==> config.mk <==
export PLATFORM = sky130hd
export DESIGN_NAME = irtx_engine
export DESIGN_NICKNAME = d
export VERILOG_FILES = /design/src/rtl/irtx_pkg.sv /design/src/rtl/irtx_fifo.sv /design/src/rtl/irtx_carrier.sv /design/src/rtl/irtx_runner.sv /design/src/rtl/irtx_engine.sv
export SDC_FILE = /design/constraint.sdc
export NUM_CORES = 1
export LEC_CHECK = 0
export BUFFER_PORTS_ARGS = -buffer_cell sky130_fd_sc_hd__buf_2
export CAP_MARGIN = 20
export CORE_ASPECT_RATIO = 0.7
export CORE_UTILIZATION = 35
export DETAILED_ROUTE_END_ITERATION = 12
export MAX_ROUTING_LAYER = met4
export PLACE_DENSITY = 0.57
export RECOVER_POWER = 100
export SYNTH_ARGS = -nofsm -noshare
export SYNTH_HDL_FRONTEND = slang
export SYNTH_SLANG_ARGS = --single-unit
==> constraint.sdc <==
create_clock -name clk -period 3.8 [get_ports clk]
set_clock_uncertainty 0.1 [all_clocks]
set_input_delay 0.19 -clock clk [delete_from_list [all_inputs] [get_ports clk]]
set_output_delay 0.19 -clock clk [all_outputs]
set_load 0.01 [all_outputs]
==> src/rtl/irtx_pkg.sv <==
package irtx_pkg;

  typedef enum logic [1:0] {
    CAUSE_NONE   = 2'b00,
    CAUSE_TXLOW  = 2'b01,
    CAUSE_RXDATA = 2'b10,
    CAUSE_RXOVR  = 2'b11
  } irq_cause_e;

  // Low-data level picked by the 2-bit threshold code.
  function automatic logic [5:0] thr_level(input logic [1:0] sel);
    case (sel)
      2'd0:    thr_level = 6'd1;
      2'd1:    thr_level = 6'd7;
      2'd2:    thr_level = 6'd17;
      default: thr_level = 6'd25;
    endcase
  endfunction

  // A zero length field stands for the longest run.
  function automatic logic [7:0] run_len(input logic [6:0] field);
    run_len = (field == 7'd0) ? 8'd128 : {1'b0, field};
  endfunction

endpackage

==> src/rtl/irtx_fifo.sv <==
module irtx_fifo #(
  parameter int DEPTH = 32,
  parameter int DW    = 8,
  localparam int AW   = $clog2(DEPTH),
  localparam int CW   = $clog2(DEPTH + 1)
) (
  input  logic          clk,
  input  logic          rst_n,
  input  logic          clear,
  input  logic          push_req,
  input  logic          pop,
  input  logic [DW-1:0] wdata,
  output logic [DW-1:0] rdata,
  output logic [CW-1:0] count,
  output logic          empty
);

  logic [DW-1:0] mem [DEPTH];
  logic [AW-1:0] wptr_q, wptr_d, rptr_q, rptr_d;
  logic [CW-1:0] cnt_q, cnt_d;
  logic          push;

  assign push  = push_req && (cnt_q != CW'(DEPTH));
  assign empty = (cnt_q == '0);
  assign count = cnt_q;
  assign rdata = mem[rptr_q];

  always_comb begin
    wptr_d = wptr_q;
    rptr_d = rptr_q;
    cnt_d  = cnt_q;
    if (clear) begin
      wptr_d = '0;
      rptr_d = '0;
      cnt_d  = '0;
    end else begin
      if (push) wptr_d = wptr_q + AW'(1);
      if (pop)  rptr_d = rptr_q + AW'(1);
      case ({push, pop})
        2'b10:   cnt_d = cnt_q + CW'(1);
        2'b01:   cnt_d = cnt_q - CW'(1);
        default: cnt_d = cnt_q;
      endcase
    end
  end

  always_ff @(posedge clk or negedge rst_n) begin
    if (!rst_n) begin
      wptr_q <= '0;
      rptr_q <= '0;
      cnt_q  <= '0;
    end else begin
      wptr_q <= wptr_d;
      rptr_q <= rptr_d;
      cnt_q  <= cnt_d;
    end
  end

  always_ff @(posedge clk) begin
    if (push && !clear) mem[wptr_q] <= wdata;
  end

endmodule

==> src/rtl/irtx_carrier.sv <==
module irtx_carrier #(
  parameter int CDW = 8
) (
  input  logic           clk,
  input  logic           rst_n,
  input  logic           restart,
  input  logic           run,
  input  logic [CDW-1:0] div,
  input  logic [CDW-1:0] duty,
  output logic           carrier
);

  logic [CDW-1:0] cnt_q, cnt_d;

  always_comb begin
    cnt_d = cnt_q;
    if (restart)     cnt_d = '0;
    else if (run)    cnt_d = (cnt_q == div) ? '0 : cnt_q + CDW'(1);
  end

  always_ff @(posedge clk or negedge rst_n) begin
    if (!rst_n) cnt_q <= '0;
    else        cnt_q <= cnt_d;
  end

  assign carrier = (cnt_q < duty);

endmodule

==> src/rtl/irtx_runner.sv <==
module irtx_runner
  import irtx_pkg::*;
#(
  parameter int SDW = 8
) (
  input  logic           clk,
  input  logic           rst_n,
  input  logic           tx_enable,
  input  logic           fifo_empty,
  input  logic [7:0]     fifo_data,
  input  logic [SDW-1:0] sample_div,
  output logic           load,
  output logic           active,
  output logic           space
);

  logic           act_q, act_d;
  logic           spc_q, spc_d;
  logic [7:0]     rem_q, rem_d;
  logic [SDW-1:0] pcnt_q, pcnt_d;
  logic           tick, run_end;

  assign tick    = act_q && (pcnt_q == sample_div);
  assign run_end = tick && (rem_q == 8'd1);
  assign load    = tx_enable && !fifo_empty && (!act_q || run_end);

  always_comb begin
    act_d  = act_q;
    spc_d  = spc_q;
    rem_d  = rem_q;
    pcnt_d = pcnt_q;
    if (load) begin
      act_d  = 1'b1;
      spc_d  = fifo_data[7];
      rem_d  = run_len(fifo_data[6:0]);
      pcnt_d = '0;
    end else if (run_end) begin
      act_d  = 1'b0;
      pcnt_d = '0;
    end else if (tick) begin
      pcnt_d = '0;
      rem_d  = rem_q - 8'd1;
    end else if (act_q) begin
      pcnt_d = pcnt_q + SDW'(1);
    end
  end

  always_ff @(posedge clk or negedge rst_n) begin
    if (!rst_n) begin
      act_q  <= 1'b0;
      spc_q  <= 1'b0;
      rem_q  <= '0;
      pcnt_q <= '0;
    end else begin
      act_q  <= act_d;
      spc_q  <= spc_d;
      rem_q  <= rem_d;
      pcnt_q <= pcnt_d;
    end
  end

  assign active = act_q;
  assign space  = spc_q;

endmodule

==> src/rtl/irtx_engine.sv <==
module irtx_engine
  import irtx_pkg::*;
#(
  parameter int DEPTH = 32,
  parameter int SDW   = 8,
  parameter int CDW   = 8,
  localparam int CW   = $clog2(DEPTH + 1)
) (
  input  logic           clk,
  input  logic           rst_n,
  input  logic           wr_en,
  input  logic [7:0]     wr_data,
  input  logic           fifo_clear,
  input  logic           tx_enable,
  input  logic [1:0]     thr_sel,
  input  logic [SDW-1:0] sample_div,
  input  logic [CDW-1:0] carrier_div,
  input  logic [CDW-1:0] carrier_duty,
  input  logic           loop_en,
  input  logic           ie_global,
  input  logic           ie_txlow,
  input  logic           ie_rxdata,
  input  logic           ie_rxovr,
  input  logic           rx_data_evt,
  input  logic           rx_ovr_evt,
  output logic           ir_out,
  output logic           loop_out,
  output logic [CW-1:0]  fill_count,
  output logic           irq,
  output logic [1:0]     irq_cause
);

  logic [7:0] head;
  logic       empty, load, active, space, carrier, wave;
  logic       tx_low, src_low, src_rxd, src_ovr;

  irtx_fifo #(.DEPTH(DEPTH), .DW(8)) u_fifo (
    .clk(clk), .rst_n(rst_n), .clear(fifo_clear), .push_req(wr_en),
    .pop(load), .wdata(wr_data), .rdata(head), .count(fill_count),
    .empty(empty)
  );

  irtx_runner #(.SDW(SDW)) u_runner (
    .clk(clk), .rst_n(rst_n), .tx_enable(tx_enable), .fifo_empty(empty),
    .fifo_data(head), .sample_div(sample_div), .load(load),
    .active(active), .space(space)
  );

  irtx_carrier #(.CDW(CDW)) u_carrier (
    .clk(clk), .rst_n(rst_n), .restart(load), .run(active),
    .div(carrier_div), .duty(carrier_duty), .carrier(carrier)
  );

  assign wave     = active && !space && carrier;
  assign ir_out   = wave && !loop_en;
  assign loop_out = wave && loop_en;

  assign tx_low  = tx_enable && (fill_count <= CW'(thr_level(thr_sel)));
  assign src_low = ie_global && ie_txlow  && tx_low;
  assign src_rxd = ie_global && ie_rxdata && rx_data_evt;
  assign src_ovr = ie_global && ie_rxovr  && rx_ovr_evt;

  always_comb begin
    if (src_ovr)      irq_cause = CAUSE_RXOVR;
    else if (src_rxd) irq_cause = CAUSE_RXDATA;
    else if (src_low) irq_cause = CAUSE_TXLOW;
    else              irq_cause = CAUSE_NONE;
  end

  assign irq = src_ovr || src_rxd || src_low;

endmodule

==> flow_summary.json, run 1 <==
{
  "synth_top_family_by_area": "multiplexers",
  "hold_viol": 0,
  "yosysWarnings": 0,
  "worstPathRequired_ps": 4140,
  "n_antenna_cell": 0,
  "final_common_cell": "edfxtp_1",
  "whs_path_depth": 5,
  "drc": 0,
  "layout-drive-gt1-share_pct": 18.3,
  "violations": "capacitance limit, slew limit",
  "grt_pass1_wl_mm": 44.4,
  "ys_seq_area_share_pct": 68.3,
  "place_congestion": 0.832,
  "p_per_area_mw_per_mm2": 493,
  "vias": 7245,
  "final_nets": 942,
  "gr-total-overflow": 0,
  "grt.total_usage_pct": 16.3,
  "worstHoldStart": "sample_div[1]",
  "start_util_pct": 35.6,
  "synth-compound-area-share_pct": 5.98,
  "slew_headroom_pct": -12.4,
  "fmaxAchievable_mhz": 292,
  "cts_tree": "yes",
  "p_leak_nw": 4.84,
  "min_period_ps": 3420,
  "placed_area_mm2": 0.0136,
  "area_growth_pct": 13.8,
  "place.detailed.hpwl_mm": 18.7,
  "reg2reg_to": "u_fifo.count[4]",
  "drv_slew": 226,
  "r2r_start": "u_fifo.count[0]",
  "clk_pin_slew_ps": 70,
  "antenna_found_initial": 0,
  "setup.worst_path.class": "reg2reg",
  "route.met2.wl_mm": 12.1,
  "grt_pass1_vias": 7041,
  "synthAdderAreaFrac_pct": 2.05,
  "start_kind": "flop",
  "die-area_mm2": 0.0373,
  "syn-cell-area_mm2": 0.0128,
  "cts_root_buf": "clkbuf_16",
  "via_per_inst": 5.26,
  "cts_buffers": 29,
  "ctsHoldBuffers": 5,
  "io_buffers": 56,
  "min_path_type": "in2reg",
  "clkLatencyLatePin_ps": 570,
  "async_flop_share_pct": 14.1,
  "highest-signal-layer": "met4",
  "clk_path_buf_depth": 3,
  "synth_edf_count": 256,
  "cp_max_fo": 7,
  "wirelength_mm": 29.1,
  "drt_pass1_iterations": 6,
  "hold_end": "u_runner.active",
  "synthesis.nets": 872,
  "clock-sinks": 298,
  "grt_max_degree": 42,
  "cts_resized": 0,
  "synth_top_area_share_pct": 60.1,
  "post-route-period-util_pct": 90.1,
  "synthMuxAreaShare_pct": 12.5,
  "ys_ff_latch": 298,
  "synth-simple-area-share_pct": 7.31,
  "critPathArrivalTime_ps": 3770,
  "ir_worst_vdd_v": 0.000377,
  "htree_levels": 1,
  "routed-wl-met3_mm": 1.97,
  "tns_ps": 0,
  "yosysTopAreaCell": "edfxtp_1",
  "rows": 58,
  "cap_violations": 8,
  "post-cts-setup-buffer-count": 0,
  "setup_viol": 0,
  "synth_area_per_cell_um2": 15.9,
  "stdcell_area_mm2": 0.0146,
  "core_mm2": 0.0359,
  "wl_met1_mm": 14.5,
  "ff2ff_setup_slack_ps": 380,
  "ant_nets": 0,
  "rsz0062_at_grt": "no",
  "io_pins": 57,
  "synth_top_flop_cell": "edfxtp_1",
  "status": "complete, but fails checks",
  "die_width_um": 230,
  "reg2regPathDepth": 10,
  "synthXorXnorAreaFrac_pct": 1.99,
  "tightest_slew_ps": 1690,
  "wl_per_cell_um": 21.1,
  "die_h_um": 162,
  "synthDistinctLibCells": 61,
  "end_kind": "flop",
  "final_cell_mix": "edfxtp_1, nor2_1, mux4_2, o21ai_0, nand2_1",
  "drtIter0Drc": 623,
  "synth_area_leaders": "edfxtp_1, mux4_2, dfrtp_1, mux2i_1, ha_1",
  "postSynthCellCount": 805
}
## per-layer routing
layer  up-vias  GRT usage [%]
li1       3283              -
met4         0           3.31
met3        44           3.39
met1      3714           25.2
met5         -              -
met2       204           21.9
## Yosys cell counts, drive strengths merged, types with 4 or more instances
| library cell | n |
|---|---|
| nor2 | 65 |
| edfxtp | 256 |
| xnor2 | 22 |
| ha | 21 |
| xor2 | 7 |
| o22ai | 4 |
| a22oi | 6 |
| or3 | 6 |
| o21ai | 45 |
| mux2i | 27 |
| clkbuf | 19 |
| o211ai | 4 |
| mux4 | 56 |
| a21oi | 20 |
| nor2b | 12 |
| nand2b | 10 |
| a21o | 7 |
| buf | 17 |
| nor3 | 5 |
| and3 | 6 |
| a31oi | 4 |
| nand4 | 15 |
| o22a | 4 |
| dfrtp | 42 |
| mux2 | 6 |
| nand2 | 42 |
| inv | 20 |
| nand3 | 15 |
| a211oi | 7 |
## how the worst max path moves through the flow
| stage | end | slack, ps | cells past startpoint | from |
|---|---|---|---|---|
| floorplan | u_fifo.count[4] | 350 | 12 | u_fifo.count[1] |
| global placement | u_fifo.count[4] | 410 | 10 | u_fifo.count[0] |
| detailed placement | u_fifo.count[4] | 380 | 10 | u_fifo.count[0] |
| CTS | u_fifo.count[4] | 370 | 10 | u_fifo.count[0] |
| global route | u_carrier.cnt_q[0] | 160 | 8 | u_fifo.count[0] |
| finish | u_fifo.count[4] | 380 | 10 | u_fifo.count[0] |
## stage by stage
step	cells	total power, mW	hold WS [ps]	worst slack (ps)	util (%)
CTS	1378	7.21	63.7	365	40.7
global placement	1319	4.35	43.8	407	38.0
detailed placement	1319	4.36	39.8	385	38.0
floorplan	805	4.15	-206	352	-
finish	1378	7.17	71.0	377	40.5
global route	1378	7.42	137	155	40.5
## worst max-delay path, stage by stage (launching register included)
cell and delay [ps]:
dfrtp_1 450, or3_1 430, or3_1 370, o21a_1 200
or3_1 450, xnor2_1 160, ha_1 240, or4_2 540
o22ai_1 180, xnor2_1 140, nor2_1 50
## power breakdown
part	internal, mW	switching, mW
Clock	1.61	1.27
Combinational	0.224	0.270
Sequential	3.65	0.149
## cell type report
class	count	area (µm²)
Fill cell	3277	21400
Sequential cell	298	8750
Multi-Input combinational cell	451	3800
Clock buffer	31	733
Tap cell	480	601
Timing Repair Buffer	75	398
Clock inverter	23	200
Inverter	20	75.1
## sequential cells by signal (all words and copies together), names as in the netlist
name	cells
u_fifo.count	6
u_runner.pcnt_q	8
u_fifo.mem	256
u_runner.active	1
u_carrier.cnt_q	8
u_runner.rem_q	8
u_fifo.rptr_q	5
u_runner.space	1
u_fifo.wptr_q	5
## logic make-up after synthesis
group | Yosys count
AO/OA/AOI/OAI | 120
buffers and inverters | 56
XOR/XNOR | 29
flip-flops | 298
multiplexers | 89
adder cells (fa/ha/maj) | 21
AND/OR/NAND/NOR | 192
No activity file was read; power rests on OpenSTA's default activity.
==> inputs of run 2 (changes only) <==
ABC_AREA = 1   (was default)
==> run 2 against run 1 <==
Net effect: the run ends with DRC, capacitance limit, slew limit left; via count up 29%; sequential share of layout area is 1.3 points lower; flip-flop and latch count stayed put; non-clock buffer count rose by 8; largest cell class unchanged; fmax increased by 5.4%; highest routed layer unchanged; critical path type unchanged; critical endpoint is now u_runner.rem_q[2]; sequential power rose by 1%; clock-buffer cell count grew 5.
==> flow_summary.json, run 2 <==
{
  "status": "complete, but fails checks",
  "violations": "DRC, capacitance limit, slew limit",
  "globalRouteMet3Util_pct": 3.23,
  "synth_area_leaders": "edfxtp_1, dfrtp_1, o21ai_0, nor2_1, nand2_1",
  "n_antenna_cell": 0,
  "whs_path_depth": 4,
  "cts_buffers": 28,
  "clk_pin_slew_ps": 70,
  "combPwrFrac_pct": 9.8,
  "final_cell_mix": "edfxtp_1, nor2_1, o21ai_0, nand2_1, inv_1",
  "io_buffers": 56,
  "whs_ps": 47.5,
  "grt_pass1_vias": 8629,
  "ff_latch_area_mm2": 0.00874,
  "place_congestion": 0.875,
  "drt_pass1_iterations": 9,
  "final_common_cell": "edfxtp_1",
  "grt_use_met1_pct": 30.1,
  "synth_top_area_share_pct": 58.6,
  "worstPathCellList": "clkbuf_2, o21ai_0, o22ai_1, nand2_1, nand3_1, o21ai_1, nor2_1, a21oi_1, o21ai_0",
  "synth.most_common_cell": "edfxtp_1",
  "postSynthCellCount": 1186,
  "min_period_ps": 3250,
  "ant_nets": 0,
  "cap_violations": 8,
  "tightest_slew_ps": 2030,
  "cts_root_buf": "clkbuf_16",
  "p_sw_mw": 1.86,
  "grt_pass1_wl_mm": 52.9,
  "async_flop_share_pct": 14.1,
  "core_mm2": 0.0364,
  "p_sw_share_pct": 24.5,
  "drv_slew": 264,
  "rsz0062_at_grt": "no",
  "vias": 9355,
  "clock_power_share_pct": 39.4,
  "setup_viol": 0,
  "seqPwrFrac_pct": 50.8,
  "grt_max_degree": 81,
  "clk_path_buf_depth": 3,
  "synthesis.nets": 1253,
  "worstPathRequired_ps": 4180,
  "ff2ff_setup_slack_ps": 550,
  "gr-total-overflow": 0,
  "cp_max_fo": 58,
  "antenna_found_initial": 1,
  "p_leak_nw": 5.38,
  "critPathSlowestCell": "clkbuf_2",
  "clkLatencyLatePin_ps": 560,
  "layout-drive-gt1-share_pct": 8.05,
  "io_pins": 57,
  "nFillCells": 3500,
  "synth_top_flop_cell": "edfxtp_1",
  "syn-cell-area_mm2": 0.0131,
  "grt_use_met2_pct": 24.5,
  "final_nets": 1312,
  "slew_headroom_pct": -35.1,
  "ys_ff_latch": 298,
  "critPathArrivalTime_ps": 3630,
  "clock-sinks": 298,
  "wirelength_mm": 34.6,
  "ir_worst_vdd_v": 0.000292,
  "multi_input_area_mm2": 0.00382,
  "start_kind": "flop",
  "die_h_um": 164,
  "tns_ps": 0,
  "regMostFlops": "u_fifo.mem",
  "cp-startpoint": "u_fifo.rptr_q[0]",
  "r2r_start": "u_fifo.rptr_q[0]",
  "via_per_inst": 5.35,
  "crit_end": "u_runner.rem_q[2]",
  "wl_per_cell_um": 19.8,
  "end_kind": "flop",
  "largest_register_ffs": 256,
  "grt.total_usage_pct": 18.8,
  "die-area_mm2": 0.0382,
  "place.detailed.hpwl_mm": 22.1,
  "fmaxAchievable_mhz": 308,
  "min_path_type": "in2reg",
  "area_growth_pct": 13.4,
  "crit_path_frequent_cell": "o21ai_0",
  "synth_edf_count": 256,
  "rows": 58,
  "ys_seq_area_share_pct": 66.7,
  "hold_viol": 0,
  "yosysWarnings": 0,
  "reg2regPathDepth": 9,
  "die_width_um": 233,
  "cts_tree": "yes",
  "synth_commonest_cells": "edfxtp_1, nor2_1, o21ai_0",
  "synth_area_per_cell_um2": 11.1,
  "post-route-period-util_pct": 85.5,
  "htree_levels": 1,
  "drc": 2,
  "setup.worst_path.class": "reg2reg",
  "top_usage_layer": "met1",
  "slowest_delay_ps": 980,
  "yosysTopAreaCell": "edfxtp_1",
  "intPower_mw": 5.72,
  "p_per_area_mw_per_mm2": 510,
  "start_util_pct": 36.0,
  "reg2reg_to": "u_runner.rem_q[2]",
  "drtIter0Drc": 1125,
  "synthDistinctLibCells": 39
}
[run 2: cell count changes after synthesis, moves of 49 or more]
cell,before,now
nand2_1,42,136
mux4_2,56,0
o21ai_0,44,156
nor2_1,65,196
inv_1,18,69
nand3_1,15,64
[run 2: layer usage]
metal,vias up,routed length (µm)
met5,-,0
met3,38,2550
met1,4657,17800
met2,305,13800
li1,4355,-
met4,0,467
[run 2: repair_timing]
item | 4_1_cts | 5_1_grt
hold buffers | 3 | 1
buffers inserted | 0 | 0
endpoints found under the hold margin | 50 | 8
resized for setup | 0 | 0
[run 2: critical path, delay by kind of cell, from the launching register on]
family,cells,cell delay (ps)
compound gates,5,880
buf+inv,1,980
flops,1,770
simple gates,3,410
[run 2: how the worst min path moves through the flow]
| stage | start | to | slack [ps] |
|---|---|---|---|
| floorplan | rst_n | u_carrier.cnt_q[0] | -210 |
| global placement | rst_n | u_fifo.count[5] | 330 |
| detailed placement | rst_n | u_fifo.count[3] | 330 |
| CTS | wr_en | u_fifo.wptr_q[4] | 40 |
| global route | wr_en | u_fifo.wptr_q[0] | 80 |
| finish | wr_en | u_fifo.wptr_q[4] | 50 |
[run 2: layout make-up]
class                      count  share of cell area, %
clock inverter                16                   1.41
multi-input combinational    757                   25.7
sequential                   298                   58.8
tap                          480                   4.04
inverter                      77                   1.95
timing repair buffer          83                   3.05
clock buffer                  36                   5.06
[run 2: per-stage QoR]
| step | area (µm²) | power, mW | setup WS [ps] | cells | utilization [%] |
|---|---|---|---|---|---|
| after floorplan | 13100 | 4.39 | 1510 | 1186 | - |
| after global placement | 13900 | 4.65 | 980 | 1690 | 38.2 |
| final | 14900 | 7.58 | 553 | 1747 | 40.8 |
| after global routing | 14900 | 7.90 | 342 | 1747 | 40.8 |
| after detailed placement | 13900 | 4.67 | 958 | 1690 | 38.2 |
| after CTS | 14900 | 7.62 | 942 | 1745 | 40.9 |
[run 2: power groups by stage]
stage	clock, mW	sequential (mW)	combinational (mW)
after detailed placement	0	3.91	0.756
after global routing	3.16	3.87	0.877
final	2.99	3.85	0.744
after global placement	0	3.91	0.735
after CTS	3.02	3.84	0.759
after floorplan	0	3.86	0.529
[run 2: logic make-up after synthesis]
family                     share of synthesized area (%)
adders and majority gates                           2.00
AOI/OAI and AO/OA                                   11.8
xor gates and xnor gates                            1.07
and+or+nand+nor                                     14.4
DFF                                                 66.7
buffers and inverters                               4.09
==> inputs of run 3 (changes only) <==
SYNTH_HIERARCHICAL = 1   (was default)
==> run 3 against run 2 <==
Net effect: the run ends with capacitance limit, slew limit left; non-clock buffer count grew 8; total power down 1.5%; clock-buffer cell count is 3 lower; critical path type unchanged; critical endpoint is now u_runner/rem_q[7].
==> flow_summary.json, run 3 <==
{
  "status": "complete, but fails checks",
  "violations": "capacitance limit, slew limit",
  "cts_root_buf": "clkbuf_16",
  "io_buffers": 56,
  "htree_levels": 1,
  "critPathArrivalTime_ps": 3810,
  "post-route-period-util_pct": 90.9,
  "crit_path_frequent_cell": "nand4_1",
  "die_h_um": 166,
  "synth_top_flop_cell": "edfxtp_1",
  "grt_pass1_wl_mm": 52.2,
  "wl_per_cell_um": 18.5,
  "r2r_start": "u_fifo/rptr_q[1]",
  "worstPathRequired_ps": 4160,
  "critPathSlowestCell": "clkbuf_2",
  "regMostFlops": "u_fifo/mem",
  "antenna_found_initial": 0,
  "whs_path_depth": 6,
  "yosysTopAreaCell": "edfxtp_1",
  "ys_ff_latch": 298,
  "hold_viol": 0,
  "layout-drive-gt1-share_pct": 9.23,
  "via_per_inst": 5.20,
  "start_kind": "flop",
  "p_leak_nw": 5.64,
  "cap_violations": 5,
  "final_cell_mix": "edfxtp_1, nor2_1, nand2_1, o21ai_0, inv_1",
  "slew_headroom_pct": -6.11,
  "syn-cell-area_mm2": 0.0134,
  "drc": 0,
  "worstHoldStart": "wr_en",
  "grt_max_degree": 131,
  "tns_ps": 0,
  "highest-signal-layer": "met4",
  "min_period_ps": 3450,
  "clk_pin_slew_ps": 70,
  "routed-wl-met3_mm": 2.40,
  "drv_slew": 165,
  "clk_path_buf_depth": 3,
  "grt.total_usage_pct": 17.6,
  "n_antenna_cell": 0,
  "wirelength_mm": 33.7,
  "postSynthCellCount": 1242,
  "synth_edf_count": 256,
  "drt_pass1_iterations": 5,
  "synth_area_per_cell_um2": 10.8,
  "cp-startpoint": "u_fifo/rptr_q[1]",
  "io_pins": 57,
  "cts_resized": 0,
  "p_per_area_mw_per_mm2": 490,
  "synthesis.nets": 1311,
  "die_width_um": 236,
  "setup_viol": 0,
  "slowest_delay_ps": 900,
  "vias": 9473,
  "synthDistinctLibCells": 40,
  "rsz0062_at_grt": "no",
  "async_flop_share_pct": 14.1,
  "yosysWarnings": 6,
  "cp_max_fo": 52,
  "reg2reg_to": "u_runner/rem_q[7]",
  "core_mm2": 0.0375,
  "drtIter0Drc": 947,
  "min_path_type": "in2reg",
  "final_common_cell": "edfxtp_1",
  "largest_register_ffs": 256,
  "route.met2.wl_mm": 13.8,
  "hold_end": "u_fifo/count[4]",
  "synth.most_common_cell": "edfxtp_1",
  "place_congestion": 0.873,
  "area_growth_pct": 13.5,
  "clkLatencyLatePin_ps": 570,
  "cts_buffers": 29,
  "final_nets": 1380,
  "reg2regPathDepth": 13,
  "start_util_pct": 35.8,
  "ant_nets": 0,
  "ir_worst_vdd_v": 0.000365,
  "synth_area_leaders": "edfxtp_1, dfrtp_1, nor2_1, o21ai_0, nand2_1",
  "worstPathCellList": "clkbuf_2, clkbuf_2, o21ai_0, o221ai_1, nand3_1, nand4_1, o21ai_1, inv_1, nor2_1, nand4_1, nand4_1, nand2_1, nor2_1",
  "rows": 59,
  "ff_latch_area_mm2": 0.00874,
  "ys_seq_area_share_pct": 65.1,
  "place.detailed.hpwl_mm": 21.1,
  "fmaxAchievable_mhz": 290,
  "ff2ff_setup_slack_ps": 350,
  "nFillCells": 3650,
  "clock-sinks": 298,
  "die-area_mm2": 0.0392,
  "synth_top_area_share_pct": 57.2,
  "gr-total-overflow": 0,
  "end_kind": "flop",
  "wl_met1_mm": 16.9,
  "synth_commonest_cells": "edfxtp_1, nor2_1, nand2_1",
  "grt_pass1_vias": 9019,
  "cts_tree": "yes",
  "setup.worst_path.class": "reg2reg",
  "tightest_slew_ps": 1590,
  "multi_input_area_mm2": 0.00405,
  "whs_ps": 31.3
}
[run 3: changes by cell type after synthesis, moves of 14 or more]
cell	change
nand2_1	+38
o21ai_0	-21
nor2_1	+18
inv_1	+14
[run 3: layout make-up]
| type | instances | share of cell area (%) |
|---|---|---|
| inverters | 95 | 2.35 |
| multi-input cells | 796 | 26.5 |
| clock inverters | 19 | 1.47 |
| well taps | 488 | 4.01 |
| flip-flops and latches | 298 | 57.4 |
| repair buffers | 91 | 3.18 |
| clock buffers | 33 | 5.06 |
[run 3: per-stage QoR]
stage	cell area, µm²	setup slack (ps)	power [mW]	utilization, %	std cells
final	15200	347	7.47	40.6	1820
after global routing	15200	218	7.77	40.6	1820
after CTS	15300	772	7.54	40.9	1818
after detailed placement	14300	761	4.51	38.2	1764
after global placement	14300	876	4.50	38.2	1764
after floorplan	13400	1130	4.29	-	1242
[run 3: worst max-delay path, delay by kind of cell (launching register included)]
kind	cells	cell delay, ps
buffers and inverters	3	1600
and+or+nand+nor	7	790
DFF	1	360
AOI/OAI and AO/OA	3	480
[run 3: worst max path at each step]
stage	end	slack (ps)	cells after the start
detailed placement	u_fifo/count[5]	760	18
CTS	u_fifo/count[5]	770	18
finish	u_runner/rem_q[7]	350	13
global route	u_runner/rem_q[7]	220	13
floorplan	u_fifo/count[5]	1130	19
global placement	u_fifo/count[5]	880	18
[run 3: per-layer routing]
| layer | global-route usage (%) | vias up |
|---|---|---|
| met5 | - | - |
| met4 | 3.61 | 0 |
| met3 | 3.67 | 42 |
| met2 | 24.0 | 260 |
| met1 | 26.6 | 4655 |
| li1 | - | 4516 |
[run 3: report_power, final]
group	switching [mW]	total [mW]	leakage, nW	internal (mW)
clock network	1.24	3.03	0.498	1.79
registers	0.139	3.80	2.82	3.66
logic	0.392	0.644	2.32	0.252
total	1.77	7.47	5.64	5.70
[run 3: timing repair]
item                       4_1_cts  5_1_grt
buffers inserted                 0        0
setup endpoints to repair        0        0
hold endpoints to repair        50        5
hold buffers                     2        1
[run 3: cell families (layout without fill, tap and decap cells)]
kind of cell | after synthesis | count (layout) | share of synthesized area (%)
AO/OA/AOI/OAI | 248 | 248 | 10.5
buffers and inverters | 148 | 238 | 4.63
AND/OR/NAND/NOR | 501 | 501 | 16.1
adder cells (fa/ha/maj) | 23 | 23 | 2.14
XOR/XNOR | 24 | 24 | 1.57
flip-flops | 298 | 298 | 65.1
